**config.mk**
```make
export PLATFORM = sky130hd
export DESIGN_NAME = line_enc_tx
export DESIGN_NICKNAME = d
export VERILOG_FILES = /design/src/rtl/line_enc_pkg.sv /design/src/rtl/line_enc_edge.sv /design/src/rtl/line_enc_seq.sv /design/src/rtl/line_enc_sym.sv /design/src/rtl/line_enc_tx.sv
export SDC_FILE = /design/constraint.sdc
export NUM_CORES = 1
export LEC_CHECK = 0
export ABC_AREA = 1
export BUFFER_PORTS_ARGS = -buffer_cell sky130_fd_sc_hd__buf_2
export CORE_ASPECT_RATIO = 0.9
export CORE_MARGIN = 2
export CORE_UTILIZATION = 46
export DETAILED_ROUTE_END_ITERATION = 8
export PLACE_DENSITY = 0.73
export SYNTH_ARGS = -nofsm -noshare
export SYNTH_HDL_FRONTEND = slang
export SYNTH_SLANG_ARGS = --single-unit
```
**constraint.sdc**
```tcl
create_clock -name clk -period 3.85 [get_ports clk]
set_clock_uncertainty 0.05 [all_clocks]
set_input_delay 0.1925 -clock clk [delete_from_list [all_inputs] [get_ports clk]]
set_output_delay 0.1925 -clock clk [all_outputs]
set_load 0.02 [all_outputs]
```
**src/rtl/line_enc_pkg.sv**
```systemverilog
package line_enc_pkg;

    localparam int FMT_W = 3;

    localparam logic [FMT_W-1:0] FMT_NRZ  = 3'd0;
    localparam logic [FMT_W-1:0] FMT_NRZI = 3'd1;
    localparam logic [FMT_W-1:0] FMT_FM0  = 3'd2;
    localparam logic [FMT_W-1:0] FMT_FM1  = 3'd3;
    localparam logic [FMT_W-1:0] FMT_MAN  = 3'd4;

    typedef enum logic [1:0] {
        SEQ_IDLE = 2'd0,
        SEQ_PRE  = 2'd1,
        SEQ_OPEN = 2'd2,
        SEQ_DATA = 2'd3
    } seq_state_e;

endpackage

```
**src/rtl/line_enc_edge.sv**
```systemverilog
module line_enc_edge (
    input  logic clk,
    input  logic rst_n,
    input  logic bclk,
    input  logic rise_sel,
    output logic tick
);

    typedef struct packed {
        logic bclk_prev;
    } edge_t;

    edge_t edge_d, edge_q;

    always_comb begin
        edge_d = edge_q;
        edge_d.bclk_prev = bclk;
        if (rise_sel) begin
            tick = bclk & ~edge_q.bclk_prev;
        end else begin
            tick = ~bclk & edge_q.bclk_prev;
        end
    end

    always_ff @(posedge clk or negedge rst_n) begin
        if (!rst_n) begin
            edge_q <= '0;
        end else begin
            edge_q <= edge_d;
        end
    end

endmodule

```
**src/rtl/line_enc_seq.sv**
```systemverilog
module line_enc_seq
    import line_enc_pkg::*;
#(
    parameter int                BYTE_W    = 8,
    parameter int                PRE_LEN_W = 3,
    parameter logic [BYTE_W-1:0] FLAG_PAT  = 8'h7E,
    parameter logic [BYTE_W-1:0] PRE_PAT   = 8'h55
) (
    input  logic                 clk,
    input  logic                 rst_n,
    input  logic                 tick,
    input  logic                 sof,
    input  logic                 sof_pre_en,
    input  logic [FMT_W-1:0]     cfg_fmt,
    input  logic [PRE_LEN_W-1:0] cfg_pre_len,
    input  logic                 cfg_rise,
    input  logic                 bit_in,
    input  logic                 bit_valid,
    input  logic                 bit_last,
    output logic                 bit_ready,
    output logic                 sym_first,
    output logic                 sym_bit,
    output logic [FMT_W-1:0]     act_fmt,
    output logic                 act_rise,
    output logic                 in_frame
);

    localparam int IDX_W = (BYTE_W > 1) ? $clog2(BYTE_W) : 1;
    localparam logic [IDX_W-1:0] IDX_LAST = IDX_W'(BYTE_W - 1);

    typedef struct packed {
        seq_state_e           st;
        logic [IDX_W-1:0]     idx;
        logic [PRE_LEN_W-1:0] pre_cnt;
        logic [PRE_LEN_W-1:0] pre_len;
        logic                 pre_en;
        logic                 pend;
        logic [FMT_W-1:0]     fmt;
        logic                 rise;
        logic                 phase;
        logic                 cell_bit;
    } seq_t;

    seq_t seq_d, seq_q;
    logic             cur;
    logic             byte_end;
    logic [IDX_W-1:0] idx_next;

    always_comb begin
        seq_d     = seq_q;
        cur       = seq_q.cell_bit;
        bit_ready = 1'b0;
        byte_end  = (seq_q.idx == IDX_LAST);
        idx_next  = byte_end ? '0 : seq_q.idx + 1'b1;

        // configuration is captured only from idle
        if (sof && seq_q.st == SEQ_IDLE) begin
            seq_d.pend    = 1'b1;
            seq_d.pre_en  = sof_pre_en;
            seq_d.pre_len = cfg_pre_len;
            seq_d.fmt     = cfg_fmt;
            seq_d.rise    = cfg_rise;
        end

        if (tick) begin
            seq_d.phase = ~seq_q.phase;
            if (!seq_q.phase) begin
                case (seq_q.st)
                    SEQ_IDLE: begin
                        if (seq_q.pend && seq_q.idx == '0) begin
                            seq_d.pend = 1'b0;
                            seq_d.idx  = IDX_W'(1);
                            if (seq_q.pre_en) begin
                                seq_d.st = SEQ_PRE;
                                cur      = PRE_PAT[0];
                            end else begin
                                seq_d.st = SEQ_OPEN;
                                cur      = FLAG_PAT[0];
                            end
                        end else begin
                            cur       = FLAG_PAT[seq_q.idx];
                            seq_d.idx = idx_next;
                        end
                    end
                    SEQ_PRE: begin
                        cur       = PRE_PAT[seq_q.idx];
                        seq_d.idx = idx_next;
                        if (byte_end) begin
                            seq_d.pre_cnt = seq_q.pre_cnt + 1'b1;
                            if (seq_q.pre_cnt == seq_q.pre_len) begin
                                seq_d.st      = SEQ_OPEN;
                                seq_d.pre_cnt = '0;
                            end
                        end
                    end
                    SEQ_OPEN: begin
                        cur       = FLAG_PAT[seq_q.idx];
                        seq_d.idx = idx_next;
                        if (byte_end) begin
                            seq_d.st = SEQ_DATA;
                        end
                    end
                    SEQ_DATA: begin
                        bit_ready = 1'b1;
                        if (bit_valid) begin
                            cur = bit_in;
                            if (bit_last) begin
                                seq_d.st  = SEQ_IDLE;
                                seq_d.idx = '0;
                            end
                        end else begin
                            cur = 1'b1;
                        end
                    end
                    default: seq_d.st = SEQ_IDLE;
                endcase
                seq_d.cell_bit = cur;
            end
        end
    end

    always_ff @(posedge clk or negedge rst_n) begin
        if (!rst_n) begin
            seq_q <= '0;
        end else begin
            seq_q <= seq_d;
        end
    end

    assign sym_first = ~seq_q.phase;
    assign sym_bit   = cur;
    assign act_fmt   = seq_q.fmt;
    assign act_rise  = seq_q.rise;
    assign in_frame  = (seq_q.st != SEQ_IDLE);

endmodule

```
**src/rtl/line_enc_sym.sv**
```systemverilog
module line_enc_sym
    import line_enc_pkg::*;
(
    input  logic             clk,
    input  logic             rst_n,
    input  logic             tick,
    input  logic             first,
    input  logic             sym_bit,
    input  logic [FMT_W-1:0] fmt,
    output logic             line
);

    typedef struct packed {
        logic lvl;
    } sym_t;

    sym_t sym_d, sym_q;

    always_comb begin
        sym_d = sym_q;
        if (tick) begin
            case (fmt)
                FMT_NRZI: if (first && !sym_bit) sym_d.lvl = ~sym_q.lvl;
                FMT_FM0:  if (first || !sym_bit) sym_d.lvl = ~sym_q.lvl;
                FMT_FM1:  if (first || sym_bit)  sym_d.lvl = ~sym_q.lvl;
                FMT_MAN:  sym_d.lvl = first ? sym_bit : ~sym_bit;
                default:  if (first) sym_d.lvl = sym_bit;
            endcase
        end
    end

    always_ff @(posedge clk or negedge rst_n) begin
        if (!rst_n) begin
            sym_q <= '0;
        end else begin
            sym_q <= sym_d;
        end
    end

    assign line = sym_q.lvl;

endmodule

```
**src/rtl/line_enc_tx.sv**
```systemverilog
module line_enc_tx
    import line_enc_pkg::*;
#(
    parameter int                BYTE_W    = 8,
    parameter int                PRE_LEN_W = 3,
    parameter logic [BYTE_W-1:0] FLAG_PAT  = 8'h7E,
    parameter logic [BYTE_W-1:0] PRE_PAT   = 8'h55
) (
    input  logic                 clk,
    input  logic                 rst_n,
    input  logic [FMT_W-1:0]     cfg_fmt,
    input  logic [PRE_LEN_W-1:0] cfg_pre_len,
    input  logic                 cfg_rise,
    input  logic                 sof,
    input  logic                 sof_pre_en,
    input  logic                 bclk,
    input  logic                 bit_in,
    input  logic                 bit_valid,
    input  logic                 bit_last,
    output logic                 bit_ready,
    output logic                 line_out
);

    logic             tick;
    logic             sym_first;
    logic             sym_bit;
    logic [FMT_W-1:0] act_fmt;
    logic             act_rise;
    logic             in_frame;

    line_enc_edge u_edge (
        .clk      (clk),
        .rst_n    (rst_n),
        .bclk     (bclk),
        .rise_sel (act_rise),
        .tick     (tick)
    );

    line_enc_seq #(
        .BYTE_W    (BYTE_W),
        .PRE_LEN_W (PRE_LEN_W),
        .FLAG_PAT  (FLAG_PAT),
        .PRE_PAT   (PRE_PAT)
    ) u_seq (
        .clk         (clk),
        .rst_n       (rst_n),
        .tick        (tick),
        .sof         (sof),
        .sof_pre_en  (sof_pre_en),
        .cfg_fmt     (cfg_fmt),
        .cfg_pre_len (cfg_pre_len),
        .cfg_rise    (cfg_rise),
        .bit_in      (bit_in),
        .bit_valid   (bit_valid),
        .bit_last    (bit_last),
        .bit_ready   (bit_ready),
        .sym_first   (sym_first),
        .sym_bit     (sym_bit),
        .act_fmt     (act_fmt),
        .act_rise    (act_rise),
        .in_frame    (in_frame)
    );

    line_enc_sym u_sym (
        .clk     (clk),
        .rst_n   (rst_n),
        .tick    (tick),
        .first   (sym_first),
        .sym_bit (sym_bit),
        .fmt     (act_fmt),
        .line    (line_out)
    );

endmodule

```
==> impl_metrics.csv, run 1 <==
group,metric,value,unit
run_status,outcome,"finished, final reports clean",
pwr,vdd_drop_max,298,uV
setup_path,r2r_start,"u_seq.seq_q[17]",
yosys,synth_compound_area_share,10.2,%
drt,vias_per_cell,5.06,
drt,vias,1058,
clocking,cts_buffer_depth,2,
timing,hold_viol,0,
drt,wire_per_inst,11.8,um
setup_path,worst-endpoint-arrival,2.31,ns
setup_path,slowest_delay,0.44,ns
global_route,grt_pass1_wl,4.13,mm
drt,final_antenna_net_count,0,
setup_path,r2r-end,"u_sym.line",
timing,relSlewSlack,68.7,%
min_path,hold_class,"in2reg",
global_route,grt_antenna_before_repair,0,
floorplan,die_x,59.9,um
clocking,cts_tree,"built",
yosys,yosys-top-cells-area,"dfrtp_1, nand2_1, ha_1",
global_route,grt-ovfl-total,0,
yosys,syn_nets,183,
setup_path,worstPathRequired,4.04,ns
place,io_buffer_count,16,
yosys,netlist_area,1290,um^2
clocking,postCtsSetupRepairBufs,0,
yosys,synthXorXnorAreaFrac,2.71,%
final_layout,fill_cells,263,
final_layout,drive_gt1_share,16.8,%
timing,clock.fmax,0.472,GHz
place,gp_congestion,0.871,
timing,tns,0,ns
floorplan,fp.dieH,54.3,um
setup_path,ff2ff_setup_slack,1.73,ns
global_route,grt_pass1_vias,985,
clocking,clk_pin_slew,0.13,ns
yosys,synth_top_area_share,40.7,%
setup_path,critPathBufInv,2,
final_layout,n_antenna_cell,0,
global_route,grt_max_degree,22,
yosys,synthCells,158,
place,place_hpwl,1.92,mm
floorplan,rows,18,
yosys,yosysTopAreaCell,"dfrtp_1",
drt,routed_wl,2.46,mm
yosys,synth.distinct_cells,27,
yosys,synth.avg_cell_area,8.18,um^2
pwr,p_per_area,682,nW/um^2
setup_path,worstSetupStartpointType,"flip-flop",
pwr,power,0.990,mW
final_layout,synthToLayoutAreaGrowth,12.3,%
setup_path,cpLargestDelayFamily,"simple AND/OR/NAND/NOR gates",
clocking,clock-sinks,21,
timing,worst_pin_slew,0.470,ns
min_path,whs_path_depth,3,
min_path,min_from,"sof_pre_en",
floorplan,coreArea,2700,um^2
final_layout,final_cell_mix,"nand2_1, inv_1, dfrtp_1",
setup_path,cp.depth,14,
setup_path,path_max_fanout,6,
setup_path,reg2regPathDepth,14,
yosys,yosysWarnings,0,
yosys,synth_top_family_by_area,"simple AND/OR/NAND/NOR gates",
setup_path,path_class,"reg2reg",
min_path,holdPathEnd,"u_seq.seq_q[7]",
setup_path,cpMaxStageDelayCell,"dfrtp_1",
timing,finalCriticalPeriod,2.12,ns
timing,setup_viol,0,
final_layout,nNetsFinal,205,
setup_path,endpoint_kind,"flip-flop",
final_layout,final_common_cell,"nand2_1",
setup_path,crit_chain,"inv_1, ha_1, a21oi_1, nand3_1, nand3_1, nand2_2, inv_1, ha_1, nand3b_1, o21ai_0, nand2_1, nand2_1, nor2_1, a21oi_1",
clocking,h-tree-depth,1,
drt,drc,0,
yosys,synth_seq_cells,21,
clocking,clk_latency,0.30,ns
clocking,numCtsBuffers,3,
flow_run,maxCapViolations,0,
yosys,synthMuxAreaShare,0,%
timing,post-route-period-util,55.0,%
drt,drt_iter0_markers,31,
floorplan,die_area,3250,um^2
timing,rsz0062_at_grt,"false",
global_route,grt_usage,16.8,%
floorplan,initial_core_util,47.8,%
drt,drtPass1Iterations,4,
yosys,synthAdderAreaFrac,9.68,%
pwr,leakage,0.764,nW
yosys,ys_seq_area_share,40.7,%
yosys,synth-simple-area-share,29.4,%
floorplan,io-pin-count,17,
timing,final_max_slew_viol_count,0,
clocking,cts_root_buf,"clkbuf_4",
==> state kept, by name (all words and copies together) (netlist names) <==
signal / flops
u_edge.edge_q: 1
u_seq.act_rise: 1
u_seq.act_fmt: 3
u_seq.seq_q: 15
u_sym.line: 1
==> kinds of logic (layout without fill, tap and decap cells) <==
kind of cell / Yosys count / in the layout
buffers and inverters: 25 / 46
AO/OA/AOI/OAI: 24 / 24
XOR/XNOR: 4 / 4
adder cells (fa/ha/maj): 10 / 10
flip-flops: 21 / 21
AND/OR/NAND/NOR: 74 / 74
==> power breakdown <==
part | total [mW] | switching (mW) | internal, mW
clock network | 0.111 | 0.0711 | 0.0404
logic | 0.501 | 0.315 | 0.186
registers | 0.377 | 0.0708 | 0.307
==> cell type report <==
| type | count | area, um^2 | area share (%) |
|---|---|---|---|
| multi-input cells | 112 | 672 | 46.3 |
| well taps | 30 | 37.5 | 2.59 |
| flip-flops and latches | 21 | 526 | 36.2 |
| repair buffers | 18 | 100 | 6.90 |
| clock buffers | 4 | 26.3 | 1.81 |
| inverters | 24 | 90.1 | 6.21 |
==> stage by stage <==
step | setup slack (ns) | hold WS [ns] | instance area (um^2) | std cells | utilization (%)
finish | 1.73 | 0.0224 | 1450 | 209 | 53.7
detailed placement | 1.80 | 0.135 | 1410 | 203 | 52.0
global route | 1.57 | 0.0282 | 1450 | 209 | 53.7
floorplan | 2.07 | -0.153 | 1290 | 158 | -
global placement | 1.94 | 0.128 | 1410 | 203 | 52.0
CTS | 1.74 | 0.0186 | 1450 | 209 | 53.7
==> repair_timing <==
| action | 4_1_cts | 5_1_grt |
|---|---|---|
| hold buffers | 2 | 0 |
| endpoints found under the hold margin | 22 | 0 |
| resized for setup | 0 | 0 |
| endpoints found under the setup margin | 0 | 0 |
==> cells in the mapped netlist <==
cell type  number
buf_2           1
o2bb2ai_1       1
nand3_1        15
nor2_1          4
nor3_2          1
nand2_2         2
o21a_1          1
inv_1          23
a21oi_1         5
nor3_4          1
nor2_4          1
dfrtp_1        21
nand3_2         1
nand2_1        44
nand3b_1        1
nand3b_4        1
o21ai_0        13
nand2_8         1
ha_1           10
nand4_1         1
o21ai_1         2
xnor2_1         3
nand2_4         1
o22ai_1         1
xor2_1          1
inv_2           1
o21ai_2         1
==> worst max path at each step <==
stage | from | endpoint | slack [ns]
finish | u_seq.seq_q[17] | u_sym.line | 1.73
detailed placement | u_seq.seq_q[17] | u_sym.line | 1.80
floorplan | u_seq.seq_q[17] | u_sym.line | 2.07
global placement | u_seq.seq_q[17] | u_sym.line | 1.94
CTS | u_seq.seq_q[17] | u_sym.line | 1.74
global route | u_seq.seq_q[17] | u_sym.line | 1.57
==> per-layer routing <==
| metal | routed length [um] | GRT usage [%] | up-vias |
|---|---|---|---|
| li1 | - | - | 550 |
| met1 | 1180 | 22.9 | 491 |
| met2 | 1200 | 27.5 | 13 |
| met3 | 50 | 2.84 | 4 |
| met4 | 26 | 5.19 | 0 |
| met5 | 0 | 0 | - |
==> worst min-delay path, stage by stage <==
cell and delay [ns]:
buf_2 0.07, nand2_1 0.04, nand2_1 0.04
No activity file was read; power rests on OpenSTA's default activity.
==> run 2, diff against run 1 <==
==> constraint.sdc (replaced) <==
create_clock -name clk -period 2.1 [get_ports clk]
set_clock_uncertainty 0.05 [all_clocks]
set_input_delay 0.105 -clock clk [delete_from_list [all_inputs] [get_ports clk]]
set_output_delay 0.105 -clock clk [all_outputs]
set_load 0.02 [all_outputs]
==> impl_metrics.csv, run 2 (synthesis gave the netlist of run 1 again) <==
group,metric,value,unit
place,gp_congestion,0.871,
drt,drtPass1Iterations,4,
pwr,clkPwrFrac,10.1,%
final_layout,regMostFlops,"u_seq.seq_q",
floorplan,fp.dieH,54.3,um
place,place_area,1410,um^2
setup_path,cpMaxStageDelayCell,"dfrtp_2",
floorplan,io-pin-count,17,
global_route,grt-ovfl-total,0,
setup_path,worstSetupStartpointType,"flip-flop",
setup_path,path_max_fanout,6,
drt,drt-met1-wl,1.19,mm
timing,relSlewSlack,68.8,%
timing,clock.fmax,0.508,GHz
clocking,cts_root_buf,"clkbuf_4",
pwr,leakage,0.811,nW
global_route,grt_antenna_before_repair,0,
drt,vias,1119,
setup_path,ff2ff_setup_slack,0.13,ns
setup_path,path_class,"reg2reg",
timing,worst_pin_slew,0.468,ns
clocking,h-tree-depth,1,
global_route,grt_pass1_vias,1044,
setup_path,slowest_delay,0.48,ns
clocking,clk_latency,0.30,ns
final_layout,drive_gt1_share,21.6,%
pwr,pwr-share-seq,36.1,%
timing,tns,0,ns
drt,wire_per_inst,11.9,um
min_path,whs_path_depth,4,
timing,post-route-period-util,93.7,%
drt,met2_length,1.33,mm
clocking,cts_buffer_depth,2,
min_path,hold_class,"in2reg",
run_status,outcome,"finished, final reports clean",
global_route,grt_pass1_wl,4.33,mm
pwr,power_frac_comb,53.8,%
setup_path,worstPathRequired,2.28,ns
pwr,vdd_drop_max,660,uV
place,place_hpwl,1.92,mm
pwr,power.internal,1.06,mW
timing,holdWs,0.0859,ns
floorplan,die_area,3250,um^2
drt,dr_wl_met3,66,um
floorplan,rows,18,
timing,hold_viol,0,
drt,vias_per_cell,5.09,
final_layout,synthToLayoutAreaGrowth,24.4,%
final_layout,design_area,1610,um^2
pwr,p_per_area,1210,nW/um^2
setup_path,endpoint_kind,"flip-flop",
drt,drt_iter0_markers,16,
drt,final_antenna_net_count,0,
timing,rsz0062_at_grt,"false",
final_layout,final_common_cell,"nand2_1",
final_layout,n_antenna_cell,0,
final_layout,final_cell_mix,"nand2_1, inv_1, dfrtp_1",
final_layout,largest_register_ffs,15,
setup_path,reg2regPathDepth,14,
floorplan,initial_core_util,47.8,%
floorplan,coreArea,2700,um^2
timing,setup_viol,0,
setup_path,worst-endpoint-arrival,2.15,ns
global_route,grt_usage,17.7,%
pwr,power,1.95,mW
drt,routed.top_layer,"met4",
drt,drc,0,
clocking,clk_pin_slew,0.12,ns
place,io_buffer_count,16,
drt,routed_wl,2.61,mm
clocking,clock-sinks,21,
floorplan,die_x,59.9,um
global_route,grt_max_degree,22,
setup_path,crit_chain,"inv_4, ha_4, a21oi_1, nand3_1, nand3_1, nand2_2, inv_1, ha_1, nand3b_1, o21ai_1, nand2_1, nand2_1, nor2_1, a21oi_1",
pwr,sw_frac_of_total,45.6,%
pwr,p_sw,0.888,mW
clocking,cts_tree,"built",
final_layout,nNetsFinal,216,
timing,finalCriticalPeriod,1.97,ns
clocking,numCtsBuffers,3,
timing,final_max_slew_viol_count,0,
flow_run,maxCapViolations,0,
[run 2: cell count changes in the layout (fill, tap and decap cells not counted), moves of 2 or more]
cell | previous run | this run
ha_4 | 0 | 4
inv_2 | 1 | 3
dlygate4sd3_1 | 2 | 10
inv_1 | 23 | 20
buf_4 | 0 | 3
ha_1 | 10 | 6
[run 2: metal layers]
layer / GRT usage (%) / vias to the layer above
met2: 30.1 / 22
met1: 23.5 / 523
li1: - / 570
met5: 0 / -
met3: 2.84 / 4
met4: 5.19 / 0
[run 2: path summary, 6_finish.rpt]
path	to	from
setup reg to reg	u_sym.line	u_seq.seq_q[17]
min in group asynchronous	u_seq.seq_q[18]	rst_n
setup / recovery	u_sym.line	u_seq.seq_q[17]
hold / removal	u_seq.seq_q[7]	sof
max in group asynchronous	u_seq.seq_q[17]	rst_n
hold reg to reg	u_seq.seq_q[8]	u_seq.seq_q[8]
[run 2: critical path: cells and delay by family, from the launching register on]
kind / cells / cell delay (ns)
buffers and inverters: 2 / 0.14
adder cells (fa/ha/maj): 2 / 0.33
AO/OA/AOI/OAI: 3 / 0.29
flip-flops: 1 / 0.48
AND/OR/NAND/NOR: 7 / 0.60
[run 2: power groups by stage]
stage / registers [mW] / logic, mW / clock network [mW]
floorplan: 0.679 / 0.715 / 0
global placement: 0.694 / 0.871 / 0
detailed placement: 0.698 / 0.915 / 0
CTS: 0.690 / 0.939 / 0.206
global route: 0.724 / 1.19 / 0.224
finish: 0.703 / 1.05 / 0.197
[run 2: stage by stage]
step           std cells  util, %  setup slack, ns
2_1_floorplan        158        -            0.315
3_3_place_gp         203     52.0            0.186
3_5_place_dp         203     52.0           0.0482
4_1_cts              217     56.8           0.0425
5_1_grt              220     59.5          0.00203
6_report             220     59.5            0.132
[run 2: timing repair]
action / in CTS / in global routing
endpoints found under the setup margin: 1 / 1
setup buffers: 0 / 3
hold buffers: 10 / 0
hold endpoints to repair: 30 / 0
pin swaps: 0 / 2
resized for setup: 1 / 13
[run 2: area by class of cell]
type	instances	area (um^2)
Tap cell	30	37.5
Clock buffer	4	26.3
Sequential cell	21	527
Timing Repair Buffer	29	203
Fill cell	235	1090
Inverter	24	92.6
Multi-Input combinational cell	112	722
==> run 3, diff against run 2 <==
--- a/config.mk
+++ b/config.mk
@@ -8,9 +8,9 @@
 export ABC_AREA = 1
 export BUFFER_PORTS_ARGS = -buffer_cell sky130_fd_sc_hd__buf_2
 export CORE_ASPECT_RATIO = 0.9
-export CORE_MARGIN = 2
 export CORE_UTILIZATION = 46
 export DETAILED_ROUTE_END_ITERATION = 8
+export MAX_ROUTING_LAYER = met4
 export PLACE_DENSITY = 0.73
 export SYNTH_ARGS = -nofsm -noshare
 export SYNTH_HDL_FRONTEND = slang
==> impl_metrics.csv, run 3 (synthesis gave the netlist of run 1 again) <==
group,metric,value,unit
timing,finalCriticalPeriod,1.98,ns
timing,tns,0,ns
floorplan,fp.dieH,52.3,um
final_layout,drive_gt1_share,31.1,%
setup_path,cp.depth,14,
setup_path,path_class,"reg2reg",
timing,final_max_slew_viol_count,0,
timing,setup_viol,0,
final_layout,synthToLayoutAreaGrowth,31.0,%
timing,holdWs,0.0778,ns
place,io_buffer_count,16,
timing,rsz0062_at_grt,"true",
global_route,grt_antenna_before_repair,0,
clocking,clk_latency,0.31,ns
drt,final_antenna_net_count,0,
place,place_hpwl,1.93,mm
timing,fin_ws,0.121,ns
timing,worst_pin_slew,0.472,ns
run_status,outcome,"finished, violations left",
setup_path,critPathBufInv,2,
setup_path,cpLargestDelayFamily,"simple AND/OR/NAND/NOR gates",
final_layout,n_antenna_cell,0,
setup_path,worstSetupStartpointType,"flip-flop",
clocking,cts_tree,"built",
drt,vias_per_cell,5.18,
timing,clock.fmax,0.505,GHz
drt,vias,1161,
run_status,violations,"design-rule violations",
min_path,whs_path_depth,4,
global_route,grt_usage,21.1,%
floorplan,die_area,3030,um^2
drt,routed_wl,2.81,mm
clocking,numCtsBuffers,3,
pwr,vdd_drop_max,654,uV
floorplan,rows,17,
setup_path,r2r_start,"u_seq.seq_q[17]",
floorplan,coreArea,2550,um^2
final_layout,nNetsFinal,222,
setup_path,reg2regPathDepth,14,
timing,relSlewSlack,68.6,%
global_route,grt_pass1_vias,1147,
final_layout,final_cell_mix,"nand2_1, dfrtp_1, inv_1",
setup_path,worst-endpoint-arrival,2.14,ns
place,dp.cells,201,
clocking,clk_pin_slew,0.13,ns
floorplan,io-pin-count,17,
setup_path,ff2ff_setup_slack,0.12,ns
setup_path,r2r-end,"u_sym.line",
floorplan,die_x,57.9,um
final_layout,final_common_cell,"nand2_1",
global_route,grt_max_degree,22,
clocking,h-tree-depth,1,
place,pre_cts_ws,0.0795,ns
global_route,grt_pass1_wl,4.66,mm
timing,post-route-period-util,94.2,%
place,gp_congestion,0.894,
global_route,grt-ovfl-total,0,
clocking,cts_root_buf,"clkbuf_4",
clocking,clock-sinks,21,
final_layout,fin_cells,224,
setup_path,path_max_fanout,5,
pwr,p_per_area,1260,nW/um^2
flow_run,maxCapViolations,0,
drt,drc,1,
setup_path,crit_chain,"inv_4, ha_4, a21oi_1, nand3_2, nand3_2, nand2_2, inv_2, ha_2, nand3b_1, o21ai_1, nand2_1, nand2_1, nor2_2, a21oi_2",
setup_path,cpMaxStageDelayCell,"dfrtp_2",
drt,wire_per_inst,12.5,um
final_layout,fill_cells,205,
setup_path,startpoint,"u_seq.seq_q[17]",
setup_path,endpoint_kind,"flip-flop",
final_layout,largest_register_ffs,15,
pwr,leakage,0.840,nW
setup_path,slowest_delay,0.47,ns
final_layout,regMostFlops,"u_seq.seq_q",
clocking,cts_buffer_depth,2,
floorplan,initial_core_util,50.6,%
setup_path,worstPathRequired,2.26,ns
drt,drt_iter0_markers,29,
min_path,hold_class,"in2reg",
setup_path,cp-endpoint,"u_sym.line",
timing,hold_viol,0,
pwr,power,2.13,mW
drt,drtPass1Iterations,6,
[run 3: stage by stage]
stage               cell area, um^2  util (%)
floorplan                      1290         -
global placement               1400      55.0
detailed placement             1400      55.0
CTS                            1530      60.0
global route                   1690      66.3
finish                         1690      66.3
[run 3: what timing repair did]
item / 4_1_cts / 5_1_grt
resized for setup: 0 / 28
hold buffers: 10 / 0
setup endpoints to repair: 0 / 1
buffers inserted: 0 / 9
hold endpoints to repair: 30 / 0
[run 3: worst min-delay path by stage]
stage	from	end	slack (ns)
3_3_place_gp	rst_n	u_seq.seq_q[15]	0.04
2_1_floorplan	rst_n	u_edge.edge_q	-0.24
5_1_grt	sof	u_seq.seq_q[7]	0.07
3_5_place_dp	rst_n	u_seq.seq_q[15]	0.04
4_1_cts	sof	u_seq.seq_q[8]	0.06
6_report	sof	u_seq.seq_q[8]	0.08
[run 3: area by class of cell]
type                            count  area (um^2)  area share, %
Sequential cell                    21          528           31.2
Timing Repair Buffer               35          248           14.6
Clock buffer                        3         22.5           1.33
Inverter                           24         95.1           5.62
Multi-Input combinational cell    112          757           44.7
Tap cell                           28         35.0           2.07
Clock inverter                      1         7.51          0.443
[run 3: worst reg2reg max path: stages, from the launching register on]
cell      delay, ns
dfrtp_2        0.47
inv_4          0.07
ha_4           0.17
a21oi_1        0.16
nand3_2        0.10
nand3_2        0.08
nand2_2        0.07
inv_2          0.05
ha_2           0.14
nand3b_1       0.11
o21ai_1        0.07
nand2_1        0.10
nand2_1        0.07
nor2_2         0.10
a21oi_2        0.06
[run 3: per-layer routing]
layer  up-vias  share of wire (%)  wire length [um]  GRT usage, %
met2        36                 49              1380          35.8
met4         0               0.36                10          8.33
li1        584                  -                 -             -
met5         -                  0                 0             -
met1       539                 45              1270          24.3
met3         2                5.4               153          5.19
[run 3: power by group]
| group | leakage (nW) | total [mW] | switching [mW] | internal (mW) |
|---|---|---|---|---|
| clock | 0.0139 | 0.205 | 0.133 | 0.0728 |
| sequential | 0.259 | 0.720 | 0.154 | 0.565 |
| combinational | 0.568 | 1.21 | 0.694 | 0.511 |
| total | 0.840 | 2.13 | 0.981 | 1.15 |
